## config.mk

```make
export PLATFORM = sky130hd
export DESIGN_NAME = fracn_div
export DESIGN_NICKNAME = d
export VERILOG_FILES = /design/src/rtl/fracn_div_pkg.sv /design/src/rtl/fracn_lfsr.sv /design/src/rtl/fracn_mod_ctrl.sv /design/src/rtl/fracn_cnt.sv /design/src/rtl/fracn_div.sv
export SDC_FILE = /design/constraint.sdc
export NUM_CORES = 1
export LEC_CHECK = 0
export ABC_CLOCK_PERIOD_IN_PS = 4700
export BUFFER_PORTS_ARGS = -buffer_cell sky130_fd_sc_hd__buf_2
export CAP_MARGIN = 10
export CORE_MARGIN = 2
export CORE_UTILIZATION = 50
export CTS_BUF_LIST = sky130_fd_sc_hd__clkbuf_8
export CTS_CLUSTER_SIZE = 10
export DETAILED_ROUTE_END_ITERATION = 7
export GPL_TIMING_DRIVEN = 0
export PLACE_DENSITY_LB_ADDON = 0.3
export SYNTH_ARGS = -nofsm -noshare
export SYNTH_HDL_FRONTEND = slang
export SYNTH_SLANG_ARGS = --single-unit
```

## constraint.sdc

```tcl
create_clock -name clk_i -period 4.7 [get_ports clk_i]
set_input_delay 0.94 -clock clk_i [delete_from_list [all_inputs] [get_ports clk_i]]
set_output_delay 0.94 -clock clk_i [all_outputs]
set_load 0.005 [all_outputs]
```

## src/rtl/fracn_div_pkg.sv

```systemverilog
package fracn_div_pkg;

  // maximal-length Galois taps, right-shift form
  function automatic logic [31:0] lfsr_taps(input int unsigned width);
    case (width)
      8:       return 32'h0000_00B8;
      12:      return 32'h0000_0E08;
      16:      return 32'h0000_B400;
      24:      return 32'h00E1_0000;
      32:      return 32'hA300_0000;
      default: return 32'h0000_B400;
    endcase
  endfunction

  function automatic int unsigned min_modulus();
    return 2;
  endfunction

endpackage

```

## src/rtl/fracn_lfsr.sv

```systemverilog
module fracn_lfsr #(
  parameter int unsigned LFSR_W = 16,
  parameter logic [LFSR_W-1:0] SEED = LFSR_W'(16'hACE1)
) (
  input  logic clk_i,
  input  logic rst_ni,
  input  logic step_i,
  output logic bit_o
);
  import fracn_div_pkg::*;

  localparam logic [LFSR_W-1:0] TAPS = LFSR_W'(lfsr_taps(LFSR_W));

  logic [LFSR_W-1:0] state_q;
  logic [LFSR_W-1:0] state_d;

  always_comb begin
    state_d = state_q >> 1;
    if (state_q[0]) state_d = state_d ^ TAPS;
  end

  always_ff @(posedge clk_i or negedge rst_ni) begin
    if (!rst_ni)     state_q <= SEED;
    else if (step_i) state_q <= state_d;
  end

  assign bit_o = state_q[0];

endmodule

```

## src/rtl/fracn_mod_ctrl.sv

```systemverilog
module fracn_mod_ctrl #(
  parameter int unsigned FRAC_W  = 16,
  parameter int unsigned DITH_SH = 14
) (
  input  logic              clk_i,
  input  logic              rst_ni,
  input  logic              step_i,
  input  logic [FRAC_W-1:0] k_i,
  input  logic              dither_req_i,
  output logic              carry_o,
  output logic              sel_o
);
  localparam int unsigned SUM_W = FRAC_W + 2;
  localparam logic [FRAC_W:0] AMP  = (FRAC_W+1)'(1) << DITH_SH;
  localparam logic [FRAC_W:0] FULL = {1'b1, {FRAC_W{1'b0}}};
  localparam logic [FRAC_W:0] K_HI = FULL - AMP;

  logic [FRAC_W-1:0] acc_q;
  logic              dprev_q;
  logic              sel_q;
  logic              in_win;
  logic              d_now;
  logic [SUM_W-1:0]  add_t;
  logic [SUM_W-1:0]  sub_t;
  logic [SUM_W-1:0]  sum;
  logic              neg;

  // dither window keeps every step non-negative and carry at most one
  assign in_win = ({1'b0, k_i} >= AMP) && ({1'b0, k_i} <= K_HI);
  assign d_now  = dither_req_i & in_win;

  assign add_t = d_now   ? {1'b0, AMP} : '0;
  assign sub_t = dprev_q ? {1'b0, AMP} : '0;
  assign sum   = {2'b00, acc_q} + {2'b00, k_i} + add_t - sub_t;
  assign neg   = sum[SUM_W-1];

  assign carry_o = !neg && sum[FRAC_W];

  always_ff @(posedge clk_i or negedge rst_ni) begin
    if (!rst_ni) begin
      acc_q   <= '0;
      dprev_q <= 1'b0;
      sel_q   <= 1'b0;
    end else if (step_i) begin
      acc_q   <= neg ? '0 : sum[FRAC_W-1:0];
      dprev_q <= d_now;
      sel_q   <= carry_o;
    end
  end

  assign sel_o = sel_q;

endmodule

```

## src/rtl/fracn_cnt.sv

```systemverilog
module fracn_cnt #(
  parameter int unsigned CNT_W = 8
) (
  input  logic             clk_i,
  input  logic             rst_ni,
  input  logic [CNT_W-1:0] n_i,
  input  logic             plus_i,
  output logic             load_o,
  output logic             pulse_o
);
  localparam int unsigned MOD_W = CNT_W + 1;

  logic [MOD_W-1:0] cnt_q;

  // cnt_q == 0 only after reset: first edge loads without a pulse
  assign load_o  = (cnt_q <= MOD_W'(1));
  assign pulse_o = (cnt_q == MOD_W'(1));

  always_ff @(posedge clk_i or negedge rst_ni) begin
    if (!rst_ni)     cnt_q <= '0;
    else if (load_o) cnt_q <= {1'b0, n_i} + MOD_W'(plus_i);
    else             cnt_q <= cnt_q - MOD_W'(1);
  end

endmodule

```

## src/rtl/fracn_div.sv

```systemverilog
module fracn_div #(
  parameter int unsigned CNT_W   = 8,
  parameter int unsigned FRAC_W  = 16,
  parameter int unsigned DITH_SH = 14,
  parameter int unsigned LFSR_W  = 16
) (
  input  logic              clk_i,
  input  logic              rst_ni,
  input  logic [CNT_W-1:0]  n_i,
  input  logic [FRAC_W-1:0] k_i,
  input  logic              dither_en_i,
  output logic              pulse_o,
  output logic              sel_o
);
  import fracn_div_pkg::*;

  localparam logic [CNT_W-1:0] N_MIN = CNT_W'(min_modulus());

  logic             load;
  logic             carry;
  logic             lfsr_bit;
  logic [CNT_W-1:0] n_eff;

  assign n_eff = (n_i < N_MIN) ? N_MIN : n_i;

  fracn_lfsr #(
    .LFSR_W (LFSR_W)
  ) u_lfsr (
    .clk_i  (clk_i),
    .rst_ni (rst_ni),
    .step_i (load),
    .bit_o  (lfsr_bit)
  );

  fracn_mod_ctrl #(
    .FRAC_W  (FRAC_W),
    .DITH_SH (DITH_SH)
  ) u_mod_ctrl (
    .clk_i        (clk_i),
    .rst_ni       (rst_ni),
    .step_i       (load),
    .k_i          (k_i),
    .dither_req_i (dither_en_i & lfsr_bit),
    .carry_o      (carry),
    .sel_o        (sel_o)
  );

  fracn_cnt #(
    .CNT_W (CNT_W)
  ) u_cnt (
    .clk_i   (clk_i),
    .rst_ni  (rst_ni),
    .n_i     (n_eff),
    .plus_i  (carry),
    .load_o  (load),
    .pulse_o (pulse_o)
  );

endmodule

```

After elaboration in Yosys (flattened, before gate mapping)
Cells that the tools add are included.

storage, ports and cells
  latch bits = 0
  memories = 0
  bits in writable memories = 0
  input bits = 27
  bits in read-only memories = 0
  logic and storage cells = 27
  bits in registers = 43
  output and inout bits = 2

operators by class
  order comparisons = 4
  add/sub/neg operators = 5
  shift operators = 0
  reduce and logical (&&, ||, !) cells = 3
  eq/ne operators = 1
  multiply operators = 0
  div/mod/pow operators = 0
  bitwise operators = 3
  muxes and demuxes = 6

operators by type and width
  operator                                                                               count
  16-bit two-way mux                                                                     2
  15-bit two-way mux                                                                     2
  18-bit adder                                                                           1
  18-bit subtractor                                                                      1
  16-bit by 16-bit adder with 17-bit output                                              1
  16-bit by 15-bit greater-or-equal comparator with 1-bit output, second input constant  1
  16-bit less-or-equal comparator, second input constant                                 1
  8-bit by 1-bit adder with 9-bit output                                                 1
  9-bit by 1-bit equality test with 1-bit output, second input constant                  1
  9-bit by 1-bit less-or-equal comparator with 1-bit output, second input constant       1
  9-bit two-way mux                                                                      1
  9-bit by 1-bit subtractor with 9-bit output, second input constant                     1
  8-bit by 2-bit less-than comparator with 1-bit output, second input constant           1
  8-bit two-way mux                                                                      1
  3-bit NOT with 4-bit output                                                            1
  1-bit bitwise AND                                                                      2
  1-bit logical AND                                                                      2
  1-bit logical NOT                                                                      1

Depth between registers and ports, before layout
  word-level depth = 10
  mapped depth = 24
  gate-level depth less buffers = 23

By module
From an unflattened synthesis, not the netlist that was laid out.

unflattened totals
  cell total of the unflattened synthesis = 371
  area total of the unflattened synthesis = 3,529.6 µm²

by module, submodules not included
  module          instances  seq. area each (µm²)  cells an instance  area an instance (µm²)
  fracn_mod_ctrl  1          450.4                 253                2,182.1
  fracn_lfsr      1          410.4                 40                 655.6
  fracn_cnt       1          225.2                 66                 626.9
  fracn_div       1          0.0                   12                 65.1

Worst setup path before layout
Ideal clock, no wire load.

  path type = input -> register
  from = input port k_i[0]
  to = register u_cnt.cnt_q[6]
  path slack = -0.755 ns
  arrival time = 5.378 ns
  path buffers = 1
  required time = 4.623 ns
  setup time = 0.077 ns
  stages = 24
  cell sequence = ha_1 > fa_1 > a211oi_4 > o21ai_2 > a31oi_4 > o211ai_4 > a21oi_1 > xnor2_1 > fa_1 > ha_1 > a21o_1 > a21oi_1 > nor2b_1 > o211ai_1 > o211ai_1 > xnor2_2 > buf_6 > nor2_1 > ha_1 > ha_1 > nand3_1 > xnor2_1 > nor2_1 > a21oi_1

on the way
  longest elaborated chain between the ends = 10
  elaborated cells on any way between the ends = 12
  classes of those cells = add/sub: 4; order compare: 2; mux: 2; bitwise: 1; reduce/logical: 3

ends and longest elaborated chain
  what                                                                                                               RTL line              source
  from (decl)                                                                                                        fracn_div.sv:10       input logic [FRAC_W-1:0] k_i,
  16-bit by 15-bit greater-or-equal comparator with 1-bit output or 16-bit less-or-equal comparator (tied branches)  fracn_mod_ctrl.sv:29  assign in_win = ({1'b0, k_i} >= AMP) && ({1'b0, k_i} <= K_HI);
  1-bit logical AND                                                                                                  fracn_mod_ctrl.sv:29
  1-bit bitwise AND                                                                                                  fracn_mod_ctrl.sv:30  assign d_now = dither_req_i & in_win;
  15-bit two-way mux                                                                                                 fracn_mod_ctrl.sv:32  assign add_t = d_now ? {1'b0, AMP} : '0;
  18-bit adder *                                                                                                     fracn_mod_ctrl.sv:34  assign sum = {2'b00, acc_q} + {2'b00, k_i} + add_t - sub_t;
  18-bit subtractor *                                                                                                fracn_mod_ctrl.sv:34
  1-bit logical NOT                                                                                                  fracn_mod_ctrl.sv:37  assign carry_o = !neg && sum[FRAC_W];
  1-bit logical AND *                                                                                                fracn_mod_ctrl.sv:37
  net carry                                                                                                          fracn_div.sv:20       logic carry;
  8-bit by 1-bit adder with 9-bit output *                                                                           fracn_cnt.sv:21       else if (load_o) cnt_q <= {1'b0, n_i} + MOD_W'(plus_i);
  9-bit two-way mux *                                                                                                fracn_cnt.sv:21
  to (signal assigned)                                                                                               fracn_cnt.sv:21
  to (signal assigned)                                                                                               fracn_cnt.sv:22       else cnt_q <= cnt_q - MOD_W'(1);
  to (decl)                                                                                                          fracn_cnt.sv:13       logic [MOD_W-1:0] cnt_q;

Mark *: on every way through the listed nets, which the timed path passes. The rest lies on a longest branch.
A chain may end at the register's enable or synchronous reset.

Final worst setup path
Same ends and word-level chain as after synthesis.

==> results.toml <==
[setup_path]
required_ps = 4940
critical_path.max_stage_delay_ps = 480
cp.depth = 23
rr_endpoint = "u_cnt.cnt_q[6]"
critPathSlowestCell = "fa_1"
rr_startpoint = "u_mod_ctrl.acc_q[0]"
end_kind = "register"
crit_path_frequent_cell = "ha_4"
rr_worst_depth = 22
crit_arrival_ps = 5160
cp-endpoint = "u_cnt.cnt_q[6]"
worstSetupStartpointType = "input port"
crit_start = "k_i[0]"
crit_buf_inv = 1
path_delay_family = "adder cells"
crit_chain = "buf_8, ha_4, fa_2, a211oi_4, o21ai_2, a31oi_4, o211ai_4, a21oi_2, xnor2_1, fa_1, ha_4, and3_1, and2_1, nor3_1, a211oi_1, nand3_2, nor2_4, ha_4, ha_4, nand3_2, xnor2_1, nor2_1, a21oi_1"
cp_max_fo = 6
rrSetupSlack_ps = 70
critical_path_class = "input port to register"

[cts]
cts_sinks = 43
root_buffer = "clkbuf_8"
clk_latency_ps = 310
cts_tree = "done"
cts_hold_buf = 0
cts_max_level = 2
cts_buffers = 5
path_clk_slew_ps = 90
clock_path_buffers = 2

[synthesis]
ys_warn_count = 0
syn_area_um2 = 3600
seq_area_frac_synth = 0.301
synthDistinctLibCells = 52
synthTopCellsByArea = "dfrtp_1, ha_1, xnor2_1, dfstp_2, mux2_2"
synth_top_area_frac = 0.243
yosysTopAreaCell = "dfrtp_1"
yosys_most_used_dff = "dfrtp_1"
synth_edf_count = 0
syn-num-nets = 447
syn-instance-count = 383
synthArstFlopShare = 1.00
syn_area_per_cell_um2 = 9.41
synth_seq_cells = 43

[grt]
antenna_found_initial = 0
grt_util_all_layers = 0.219
grt_pass1_wl_mm = 13.4
grt_start_max_net_pins = 44
grt_pass1_vias = 2874
overflow = 0

[place]
place_area_um2 = 3950
io_buffer_count = 28
pre_cts_ws_ps = -1120
dp_hpwl_mm = 6.10
placed_cells = 507
place_congestion = 0.870

[sta]
drv_slew = 0
period_share = 1.05
skew_ps = 5.89
max_freq_mhz = 203
hold_viol_final = 0
setup_viol = 8
fin_crit_ps = 4920
fin_hold_ws_ps = 492
maxSlewHeadroom = 0.363
worstMarginPinSlew_ps = 956
rsz0062_at_grt = "true"
setup_ws_ps = -215

[finish]
layout_commonest_cell = "dfrtp_1"
stdcell_count = 529
antenna_cells = 0
mostFrequentLayoutCells = "dfrtp_1, nand2_1, ha_1, buf_2, xnor2_1"
area_growth_pct = 19.5
drive_above_1_share = 0.296
fin_area_um2 = 4310
regArea_um2 = 1090
fin_nets = 496
multi_input_area_um2 = 2600
fill_cells = 582

[min_path]
hold_path.class = "register to register"

[route]
wl_per_cell_um = 15.6
dr.pass1.iters = 5
ant_nets = 0
drtIter0Drc = 173
routed_wl_mm = 8.26
drc = 0
routed_via_density = 5.64
vias = 2985

[floorplan]
dieArea_um2 = 7900
coreArea_um2 = 6870
dieHeight_um = 88.9
rows = 30
pin_count = 29
fp.dieW_um = 88.9
start_util = 0.525

[status]
failed_checks = "setup timing"
outcome = "finished, violations left"

[flow_run]
max_cap_violations = 0
sequential cells by signal (all words and copies together) (netlist names):
| register | count |
|---|---|
| u_mod_ctrl.dprev_q | 1 |
| u_lfsr.state_q | 16 |
| u_cnt.cnt_q | 9 |
| u_mod_ctrl.acc_q | 16 |
| u_mod_ctrl.sel_o | 1 |
metrics by stage:
stage	TNS [ps]	util
final	-1200	0.627
after global routing	-2810	0.627
after CTS	-1340	0.606
after detailed placement	-15800	0.575
after global placement	-15330	0.575
after floorplan	-3130	-
final cells by class:
cell class                      count  share of cell area
Tap cell                           96              0.0279
Clock buffer                        5              0.0160
Inverter                           18              0.0157
Multi-Input combinational cell    312               0.604
Sequential cell                    43               0.252
Timing Repair Buffer               42              0.0610
Buffer                             10              0.0171
Clock inverter                      3             0.00610
cell families (layout without fill, tap and decap cells):
logic type,after synthesis,in the layout,share of synthesized area
xor gates and xnor gates,41,41,0.102
DFF,43,43,0.301
muxes,16,16,0.0496
adders and majority gates,37,37,0.133
AOI/OAI and AO/OA,110,110,0.229
and+or+nand+nor,108,108,0.146
buffers and inverters,28,78,0.0392
worst register-to-register path, stage by stage, from the launching register on:
cell	delay, ps
dfrtp_1	420
ha_4	180
fa_2	370
a211oi_4	250
o21ai_2	100
a31oi_4	230
o211ai_4	120
a21oi_2	140
xnor2_1	140
fa_1	480
ha_4	320
and3_1	190
and2_1	190
nor3_1	70
a211oi_1	290
nand3_2	170
nor2_4	170
ha_4	170
ha_4	170
nand3_2	70
xnor2_1	130
nor2_1	50
a21oi_1	130
synth_stat cells, types with 2 or more instances:
library cell / count
dfrtp_1: 35
ha_1: 35
nand2_1: 32
a21oi_1: 27
xnor2_1: 27
nor2_1: 23
inv_1: 18
o21ai_0: 17
mux2_2: 15
nand3_1: 13
xor2_1: 13
a21o_1: 12
o21a_1: 10
o31ai_2: 9
dfstp_2: 8
and3_1: 7
nand2b_1: 7
nor3_1: 7
o41ai_1: 6
nor4_1: 5
buf_6: 4
clkbuf_1: 4
o211ai_1: 4
o21ai_1: 4
a31oi_1: 3
and2_1: 3
nor2b_1: 3
o31ai_1: 3
a211oi_1: 2
and4_1: 2
fa_1: 2
nor3b_1: 2
o21bai_1: 2
routing by layer:
layer | routed length, µm | vias up | track usage
met1 | 3670 | 1412 | 0.281
met3 | 355 | 13 | 0.0249
met2 | 4100 | 66 | 0.383
met5 | 0 | - | 0
li1 | - | 1494 | -
met4 | 131 | 0 | 0.0744
repair_timing:
item / in CTS / in global routing
setup buffers: 10 / 5
endpoints found under the setup margin: 23 / 23
gates cloned: 0 / 0
pin swaps: 9 / 8
endpoints found under the hold margin: 0 / 0
gates resized for setup: 10 / 21
worst min path at each step:
stage                         startpoint                   end  slack, ps  cells after the start
CTS                  u_mod_ctrl.acc_q[5]   u_mod_ctrl.acc_q[5]        500                      2
finish                u_lfsr.state_q[13]    u_lfsr.state_q[13]        490                      2
floorplan           u_mod_ctrl.acc_q[10]  u_mod_ctrl.acc_q[10]        450                      2
global route          u_lfsr.state_q[13]    u_lfsr.state_q[13]        520                      2
detailed placement   u_mod_ctrl.acc_q[5]   u_mod_ctrl.acc_q[5]        480                      2
global placement      u_lfsr.state_q[12]    u_lfsr.state_q[12]        470                      2
Power is left out: the tool's default activity adds up to more than one toggle a clock period on the data nets, which glitch-free logic cannot reach.
